## config.mk

```make
export PLATFORM = sky130hd
export DESIGN_NAME = freq_watchdog
export DESIGN_NICKNAME = d
export VERILOG_FILES = /design/src/rtl/fwd_pkg.sv /design/src/rtl/fwd_sec_tick.sv /design/src/rtl/fwd_timeout_ctl.sv /design/src/rtl/fwd_rst_pulse.sv /design/src/rtl/freq_watchdog.sv
export SDC_FILE = /design/constraint.sdc
export NUM_CORES = 1
export LEC_CHECK = 0
export BUFFER_PORTS_ARGS = -buffer_cell sky130_fd_sc_hd__buf_2
export CORE_ASPECT_RATIO = 1.2
export CORE_MARGIN = 2
export CORE_UTILIZATION = 40
export DETAILED_ROUTE_END_ITERATION = 10
export PLACE_DENSITY = 0.68
export SETUP_SLACK_MARGIN = 0.5
export SLEW_MARGIN = 10
export SYNTH_ARGS = -nofsm -noshare
export SYNTH_HDL_FRONTEND = slang
export SYNTH_SLANG_ARGS = --single-unit
```

## constraint.sdc

```tcl
create_clock -name clk -period 6.96 [get_ports clk]
set_clock_uncertainty 0.2 [all_clocks]
set_input_delay 1.044 -clock clk [delete_from_list [all_inputs] [get_ports clk]]
set_output_delay 1.044 -clock clk [all_outputs]
set_load 0.005 [all_outputs]
```

## src/rtl/fwd_pkg.sv

```systemverilog
package fwd_pkg;
  typedef enum logic [1:0] {
    WD_IDLE = 2'd0,
    WD_RUN  = 2'd1,
    WD_TRIP = 2'd2
  } wd_state_e;
endpackage

```

## src/rtl/fwd_sec_tick.sv

```systemverilog
// Divides the reference tick down to one pulse per second while counting.
module fwd_sec_tick #(
  parameter int SEC_DIV = 14318180
) (
  input  logic clk,
  input  logic rst_n,
  input  logic run,
  input  logic restart,
  input  logic ref_tick,
  output logic sec_pulse
);
  localparam int CNT_W = (SEC_DIV > 1) ? $clog2(SEC_DIV) : 1;
  localparam logic [CNT_W-1:0] LAST = CNT_W'(SEC_DIV - 1);

  logic [CNT_W-1:0] cnt_q, cnt_d;
  logic             cnt_en;

  assign cnt_en    = !run || restart || ref_tick;
  assign sec_pulse = run && !restart && ref_tick && (cnt_q == LAST);

  always_comb begin
    cnt_d = cnt_q;
    if (!run || restart)    cnt_d = '0;
    else if (cnt_q == LAST) cnt_d = '0;
    else                    cnt_d = cnt_q + CNT_W'(1);
  end

  always_ff @(posedge clk or negedge rst_n) begin
    if (!rst_n)      cnt_q <= '0;
    else if (cnt_en) cnt_q <= cnt_d;
  end
endmodule

```

## src/rtl/fwd_timeout_ctl.sv

```systemverilog
// Seconds counter and idle/run/trip control.
module fwd_timeout_ctl
  import fwd_pkg::*;
#(
  parameter int TO_W = 8
) (
  input  logic            clk,
  input  logic            rst_n,
  input  logic            wd_en,
  input  logic [TO_W-1:0] timeout_sec,
  input  logic            kick,
  input  logic            sec_pulse,
  output logic            run,
  output logic            restart,
  output logic            expire,
  output logic            tripped
);
  wd_state_e       state_q, state_d;
  logic [TO_W-1:0] elapsed_q, elapsed_d;
  logic [TO_W:0]   elapsed_inc;
  logic            armed;

  assign armed       = wd_en && (timeout_sec != '0);
  assign elapsed_inc = {1'b0, elapsed_q} + (TO_W+1)'(1);
  assign run         = (state_q == WD_RUN);
  assign restart     = kick || !armed;
  assign expire      = run && armed && !kick && sec_pulse &&
                       (elapsed_inc >= {1'b0, timeout_sec});
  assign tripped     = (state_q == WD_TRIP);

  always_comb begin
    state_d = state_q;
    case (state_q)
      WD_IDLE: if (armed) state_d = WD_RUN;
      WD_RUN: begin
        if (!armed)      state_d = WD_IDLE;
        else if (expire) state_d = WD_TRIP;
      end
      WD_TRIP: if (!armed) state_d = WD_IDLE;
      default: state_d = WD_IDLE;
    endcase
  end

  always_comb begin
    elapsed_d = elapsed_q;
    if (!run || restart || expire) elapsed_d = '0;
    else if (sec_pulse)            elapsed_d = elapsed_inc[TO_W-1:0];
  end

  always_ff @(posedge clk or negedge rst_n) begin
    if (!rst_n) begin
      state_q   <= WD_IDLE;
      elapsed_q <= '0;
    end else begin
      state_q   <= state_d;
      elapsed_q <= elapsed_d;
    end
  end

  // the safe override stays while the block remains armed
  assert_override_hold_R3: assert property (@(posedge clk) disable iff (!rst_n)
    (tripped && wd_en && (timeout_sec != '0)) |=> tripped);
  // a serviced step never trips
  assert_kick_no_trip_R6: assert property (@(posedge clk) disable iff (!rst_n)
    (run && kick) |=> !tripped);
  // zero timeout or disable returns to idle
  assert_zero_idle_R7: assert property (@(posedge clk) disable iff (!rst_n)
    (!wd_en || (timeout_sec == '0)) |=> (!run && !tripped));
endmodule

```

## src/rtl/fwd_rst_pulse.sv

```systemverilog
// Fixed-width pull-down pulse counted in reference ticks.
module fwd_rst_pulse #(
  parameter int PULSE_DIV = 458181
) (
  input  logic clk,
  input  logic rst_n,
  input  logic start,
  input  logic ref_tick,
  output logic pull_low
);
  localparam int CNT_W = $clog2(PULSE_DIV + 1);

  logic [CNT_W-1:0] cnt_q, cnt_d;
  logic             cnt_en;

  assign pull_low = (cnt_q != '0);
  assign cnt_en   = start || (ref_tick && pull_low);

  always_comb begin
    if (start) cnt_d = CNT_W'(PULSE_DIV);
    else       cnt_d = cnt_q - CNT_W'(1);
  end

  always_ff @(posedge clk or negedge rst_n) begin
    if (!rst_n)      cnt_q <= '0;
    else if (cnt_en) cnt_q <= cnt_d;
  end
endmodule

```

## src/rtl/freq_watchdog.sv

```systemverilog
module freq_watchdog #(
  parameter int REF_HZ   = 14318180,
  parameter int PULSE_MS = 32,
  parameter int TO_W     = 8,
  parameter int SEL_W    = 4
) (
  input  logic             clk,
  input  logic             rst_n,
  input  logic             ref_tick,
  input  logic             wd_en,
  input  logic [TO_W-1:0]  timeout_sec,
  input  logic             kick,
  input  logic             status_clr,
  input  logic [SEL_W-1:0] norm_sel,
  input  logic [SEL_W-1:0] safe_sel,
  output logic [SEL_W-1:0] freq_sel,
  output logic             override,
  output logic             status,
  output logic             rst_pull_low
);
  localparam longint PULSE_RAW = (longint'(REF_HZ) * PULSE_MS) / 1000;
  localparam int     PULSE_DIV = (PULSE_RAW < 1) ? 1 : int'(PULSE_RAW);

  logic sec_pulse, run, restart, expire, tripped;
  logic status_q, status_d;

  fwd_sec_tick #(.SEC_DIV(REF_HZ)) u_sec (
    .clk(clk), .rst_n(rst_n), .run(run), .restart(restart),
    .ref_tick(ref_tick), .sec_pulse(sec_pulse)
  );

  fwd_timeout_ctl #(.TO_W(TO_W)) u_ctl (
    .clk(clk), .rst_n(rst_n), .wd_en(wd_en), .timeout_sec(timeout_sec),
    .kick(kick), .sec_pulse(sec_pulse), .run(run), .restart(restart),
    .expire(expire), .tripped(tripped)
  );

  fwd_rst_pulse #(.PULSE_DIV(PULSE_DIV)) u_pulse (
    .clk(clk), .rst_n(rst_n), .start(expire), .ref_tick(ref_tick),
    .pull_low(rst_pull_low)
  );

  always_comb begin
    status_d = status_q;
    if (expire)          status_d = 1'b1;
    else if (status_clr) status_d = 1'b0;
  end

  always_ff @(posedge clk or negedge rst_n) begin
    if (!rst_n) status_q <= 1'b0;
    else        status_q <= status_d;
  end

  assign status   = status_q;
  assign override = tripped;
  assign freq_sel = tripped ? safe_sel : norm_sel;

  // status only drops on a clear request
  assert_status_hold_R5: assert property (@(posedge clk) disable iff (!rst_n)
    (status && !status_clr) |=> status);
  // every reset pulse begins together with a fresh trip
  assert_pulse_on_trip_R4: assert property (@(posedge clk) disable iff (!rst_n)
    $rose(rst_pull_low) |-> ($rose(override) && status));
endmodule

```

# Yosys cells after proc, flatten, opt, wreduce, memory -nomap -nowiden
# Cells that the tools add are included.
# totals
regBits	54
wordCells	52
in_bits	22
out_inout_bits	7
# op_classes
n_lt_le_gt_ge	1
reduce_logical	24
muxes	13
addsub	3
eq_ne	6
# op_table
cell	n
24-bit 2-to-1 mux	2
24-bit by 1-bit adder with 24-bit output, second input constant	1
24-bit == test, second input constant	1
19-bit 2-to-1 mux	1
19-bit nonzero test	1
19-bit by 1-bit subtractor with 19-bit output, second input constant	1
8-bit 2-to-1 mux	2
8-bit by 1-bit adder with 9-bit output, second input constant	1
9-bit by 8-bit greater-or-equal comparator with 1-bit output	1
1-bit logical AND	9
2-bit 2-to-1 mux	4
8-bit nonzero test	1
2-bit one-hot mux with 3 select lines	1
1-bit logical OR	5
1-bit logical NOT	4
4-bit 2-to-1 mux	1
2-bit nonzero test	2
3-bit inequality test, second input constant	1
3-bit AND reduction	1
2-bit by 1-bit == test with 1-bit output, second input constant	1
2-bit == test, second input constant	1
2-bit logical NOT	1
1-bit 2-to-1 mux	2
2-bit by 1-bit inequality test with 1-bit output, second input constant	1
2-bit inequality test, second input constant	1

# Logic depth before layout (Yosys ltp)
# depth
word_depth	13
mapped_depth	11
mapped_depth_nobuf	10

# Modules after synthesis
# From an unflattened synthesis, not the netlist that was laid out.
# hier_totals
hier_cells	389
hier_area_um2	3553.4
# by_module_without_submodules
module	instances	cells_per_inst	area_per_inst_um2	seq_area_each_um2
fwd_sec_tick	1	168	1490.2	600.6
fwd_rst_pulse	1	131	1202.4	475.5
fwd_timeout_ctl	1	83	779.5	250.2
freq_watchdog	1	7	81.3	25.0

# Worst setup path before layout
# No wires, ideal clock.
# synth_timing
path_kind	input -> register
start	input port timeout_sec[5]
end	register u_pulse.cnt_q[17]
path_stages	7
arrival_time_ps	2709
setup_slack_ps	3919
setup_ps	132
t_required_ps	6628
path_buffers	0
path_cell_list	inv_1 -> ha_1 -> a41oi_1 -> nor2b_1 -> a211oi_1 -> nor3_2 -> or3b_1
# synth_between
elab_chain_len	11
elab_cells_between_ends	15
classes_between	1 x order compare; 1 x mux; 13 x reduce/logical
# synth_rtl
element	line_no	rtl
start: declaration	freq_watchdog.sv:11	input logic [TO_W-1:0] timeout_sec,
8-bit nonzero test	fwd_timeout_ctl.sv:23	assign armed = wd_en && (timeout_sec != '0);
1-bit logical AND	fwd_timeout_ctl.sv:23	
1-bit logical NOT	fwd_timeout_ctl.sv:26	assign restart = kick || !armed;
1-bit logical OR	fwd_timeout_ctl.sv:26	
1-bit logical NOT	fwd_sec_tick.sv:19	assign sec_pulse = run && !restart && ref_tick && (cnt_q == LAST);
1-bit logical AND (3 in series)	fwd_sec_tick.sv:19	
1-bit logical AND	fwd_timeout_ctl.sv:27	assign expire = run && armed && !kick && sec_pulse &&
1-bit logical AND *	fwd_timeout_ctl.sv:27	
19-bit 2-to-1 mux or 1-bit logical OR (tied branches)	fwd_rst_pulse.sv:20, fwd_rst_pulse.sv:17	
end signal: assignment	fwd_rst_pulse.sv:26	else if (cnt_en) cnt_q <= cnt_d;
end: declaration	fwd_rst_pulse.sv:13	logic [CNT_W-1:0] cnt_q, cnt_d;
# Mark *: on every way between the ends. The rest lies on a longest branch, timed or not.
# A chain may end at the register's enable or synchronous reset.

# Final worst setup path
# layout_timing
start	register u_ctl.elapsed_q[0]
end	register u_ctl.elapsed_q[3]
# layout_between
elab_chain_len	5
elab_cells_between_ends	7
classes_between	1 x add/sub; 1 x order compare; 2 x mux; 3 x reduce/logical
# layout_rtl
element	line_no	rtl
start: declaration	fwd_timeout_ctl.sv:19	logic [TO_W-1:0] elapsed_q, elapsed_d;
start signal: assignment	fwd_timeout_ctl.sv:56	elapsed_q <= elapsed_d;
8-bit by 1-bit adder with 9-bit output *	fwd_timeout_ctl.sv:24	assign elapsed_inc = {1'b0, elapsed_q} + (TO_W+1)'(1);
9-bit by 8-bit greater-or-equal comparator with 1-bit output	fwd_timeout_ctl.sv:28	(elapsed_inc >= {1'b0, timeout_sec});
1-bit logical AND	fwd_timeout_ctl.sv:27	
1-bit logical OR	fwd_timeout_ctl.sv:46	if (!run || restart || expire) elapsed_d = '0;
8-bit 2-to-1 mux or 2-bit nonzero test (tied branches)	n/a	
# Mark *: on every way between the ends. The rest lies on a longest branch, timed or not. The select of a mux whose other input is x is not followed.

==> flow_summary.json <==
{
  "vias_per_cell": 5.77,
  "postSynthAreaPerCell_um2": 8.98,
  "yosys.cell_types.count": 55,
  "critPathMaxStageDelay_ns": 0.68,
  "synth_edf_count": 0,
  "num_antenna_cells": 0,
  "synth-seq-cells": 54,
  "wirelength_mm": 6.97,
  "worstSetupStartpoint": "u_ctl.elapsed_q[0]$_DFFE_PN0P_",
  "synth-main-ff-cell": "dfrtp_1",
  "drt_first_pass_iters": 4,
  "ys_seq_area_frac": 0.406,
  "cts-buffers-inserted": 5,
  "antenna_found_initial": 0,
  "maxSlewHeadroom": 0.456,
  "clock_sinks": 54,
  "clock_latency_ns": 0.31,
  "htree_levels": 2,
  "final.period_utilization": 0.508,
  "grt_max_degree": 55,
  "yosys-top-cells-count": "dfrtp_1 (54), nand2_1 (42), a21oi_1 (24)",
  "syn_to_final_growth_pct": 8.82,
  "num_rows": 36,
  "timing.fmax_mhz": 283,
  "globalplace.congestion": 0.853,
  "drv_cap": 0,
  "dpl_cell_area_mm2": 0.00353,
  "die_width_um": 87.3,
  "reg2reg_from": "u_ctl.elapsed_q[0]$_DFFE_PN0P_",
  "reg2reg_to": "u_ctl.elapsed_q[3]$_DFFE_PN0P_",
  "arrival_ns": 3.55,
  "p_leak_uw": 0.00169,
  "dieArea_mm2": 0.00908,
  "synth_area_leaders": "dfrtp_1 (41%), nand2_1 (4.7%), ha_1 (4.1%)",
  "place_ws_ns": 3.37,
  "cp-end-kind": "flip-flop",
  "cts_resized": 0,
  "ys_warn_count": 0,
  "die_y_um": 104,
  "cts_tree": "yes",
  "clockBufferDepth": 2,
  "port_buffers": 28,
  "async_flop_share": 1.00,
  "path_clk_slew_ns": 0.10,
  "antenna_left": 0,
  "critPathMaxFanout": 8,
  "final_hold_viol_count": 0,
  "dr_total_vias": 2837,
  "avgRoutedWirePerCell_um": 14.2,
  "initial_core_util": 0.411,
  "remaining_drc_errors": 0,
  "grt-ovfl-total": 0,
  "worstSetupPathType": "flip-flop to flip-flop",
  "synth.most_common_cell": "dfrtp_1",
  "crit_chain": "ha_1 > nand2_1 > or3_1 > nand2_1 > ha_1 > a41oi_1 > nor2b_1 > a211oi_1 > nand4_1 > o21ai_0",
  "hp-class": "flip-flop to flip-flop",
  "ir_drop_v": 0.0000820,
  "p_per_area_mw_per_mm2": 144,
  "rsz0062_at_grt": "no",
  "status": "completed",
  "core-area_mm2": 0.00811,
  "synth_top_area_frac": 0.406,
  "yosysTopAreaCell": "dfrtp_1",
  "critPathCapture": "u_ctl.elapsed_q[3]$_DFFE_PN0P_",
  "drt_iter0_drc": 117,
  "startpoint_type": "flip-flop",
  "fillers": 803,
  "hpwl_mm": 4.96,
  "setup_tns_ns": 0,
  "crit_slowest_cell": "a211oi_1",
  "setup_slack_ns": 3.43,
  "grt_pass1_wl_mm": 12.2,
  "nets": 429,
  "drive_gt1_frac": 0.151,
  "globalRouteTotalUtil": 0.162,
  "postCtsHoldBufs": 0,
  "io_pins": 29,
  "final_area_mm2": 0.00363,
  "postCtsSetupBuffers": 0,
  "required_ns": 6.97,
  "r2r_setup_slack_ns": 3.43,
  "netlist_area_mm2": 0.00333,
  "ff2ff_path_depth": 10,
  "first_global_vias": 2654,
  "postSynthCellCount": 371,
  "root_buffer": "clkbuf_8",
  "worst_slew_pin_slew_ns": 0.811,
  "period_minus_slack_ns": 3.53,
  "setup_viol": 0,
  "synth_fp_nets": 404,
  "drv_slew": 0
}
metrics by stage:
stage	power, uW	utilization	cells	hold WS [ns]
finish	523	0.447	492	0.271
global route	552	0.447	492	0.302
CTS	532	0.447	492	0.272
detailed placement	352	0.436	484	0.253
global placement	351	0.436	484	0.243
floorplan	335	-	371	0.225
state kept, by name, indices dropped and copies added, names as in the netlist:
name and cells:
u_sec.cnt_q 24, status 1, u_ctl.elapsed_q 8, u_pulse.cnt_q 19, u_ctl.state_q 2
how the worst min path moves through the flow:
stage                                      start                            to  slack (ns)  depth (start not counted)
global placement    u_ctl.state_q[1]$_DFFE_PN0P_  u_ctl.state_q[0]$_DFFE_PN0P_        0.24                          1
detailed placement  u_ctl.state_q[1]$_DFFE_PN0P_  u_ctl.state_q[0]$_DFFE_PN0P_        0.25                          1
CTS                 u_ctl.state_q[1]$_DFFE_PN0P_  u_ctl.state_q[0]$_DFFE_PN0P_        0.27                          1
global route        u_ctl.state_q[1]$_DFFE_PN0P_  u_ctl.state_q[0]$_DFFE_PN0P_        0.30                          1
finish              u_ctl.state_q[1]$_DFFE_PN0P_  u_ctl.state_q[0]$_DFFE_PN0P_        0.27                          1
floorplan           u_ctl.state_q[1]$_DFFE_PN0P_  u_ctl.state_q[0]$_DFFE_PN0P_        0.23                          1
placed cells by master, fill, tap and decap left out, types with 2 or more instances in the layout:
cell and n:
dfrtp_1 54, o211ai_1 2, nand2b_1 4, a22oi_1 3, o21ai_0 16, nor3_1 8
nor4_1 10, o21ai_1 8, nand3b_1 2, a211oi_1 6, or4_1 5, xnor2_1 10
nor3_2 2, nand3_1 15, clkinvlp_4 2, a21o_1 7, and2_1 2, buf_4 3
xor2_1 8, a31oi_1 16, or2_2 4, nand2_1 42, buf_2 28, clkbuf_8 5
nor4_2 3, and3_1 7, nor2b_1 2, nor2_1 15, inv_1 22, a211o_1 2
nor3b_1 3, a21oi_1 24, mux2_2 4, nor4b_2 2, or3_1 7, nand4_1 10
ha_1 11, a41oi_1 3, a22o_1 2
power by group:
group	internal (uW)	switching, uW
registers	314	0.361
logic	11.0	19.7
clock network	72.2	106
cell families after synthesis:
group,synth area share
adder cells (fa/ha/maj),0.0413
flip-flops,0.406
multiplexers,0.0165
buffers and inverters,0.0503
XOR/XNOR,0.0473
AND/OR/NAND/NOR,0.265
AO/OA/AOI/OAI,0.173
worst max-delay path, delay by kind of cell, from the launching register on:
kind	cells	cell delay [ns]
adders and majority gates	2	0.55
and+or+nand+nor	5	1.07
DFF	1	0.43
AOI/OAI and AO/OA	3	1.19
per-layer routing:
metal	routed length, um	vias up	share of wire	global-route usage
li1	-	1416	-	-
met1	3250	1366	0.47	0.224
met2	3460	47	0.50	0.263
met3	180	8	0.026	0.0190
met4	78	0	0.011	0.0462
met5	0	-	0	0
area by class of cell:
cell class              count  area, um^2  share of cell area
multi-input cells         282        1820               0.501
flip-flops and latches     54        1350               0.373
repair buffers             31         163              0.0449
well taps                  95         119              0.0328
inverters                  22        82.6              0.0228
clock buffers               5        68.8              0.0190
clock inverters             3        23.8             0.00656
Note: power is estimated with default switching activity, not from simulation.
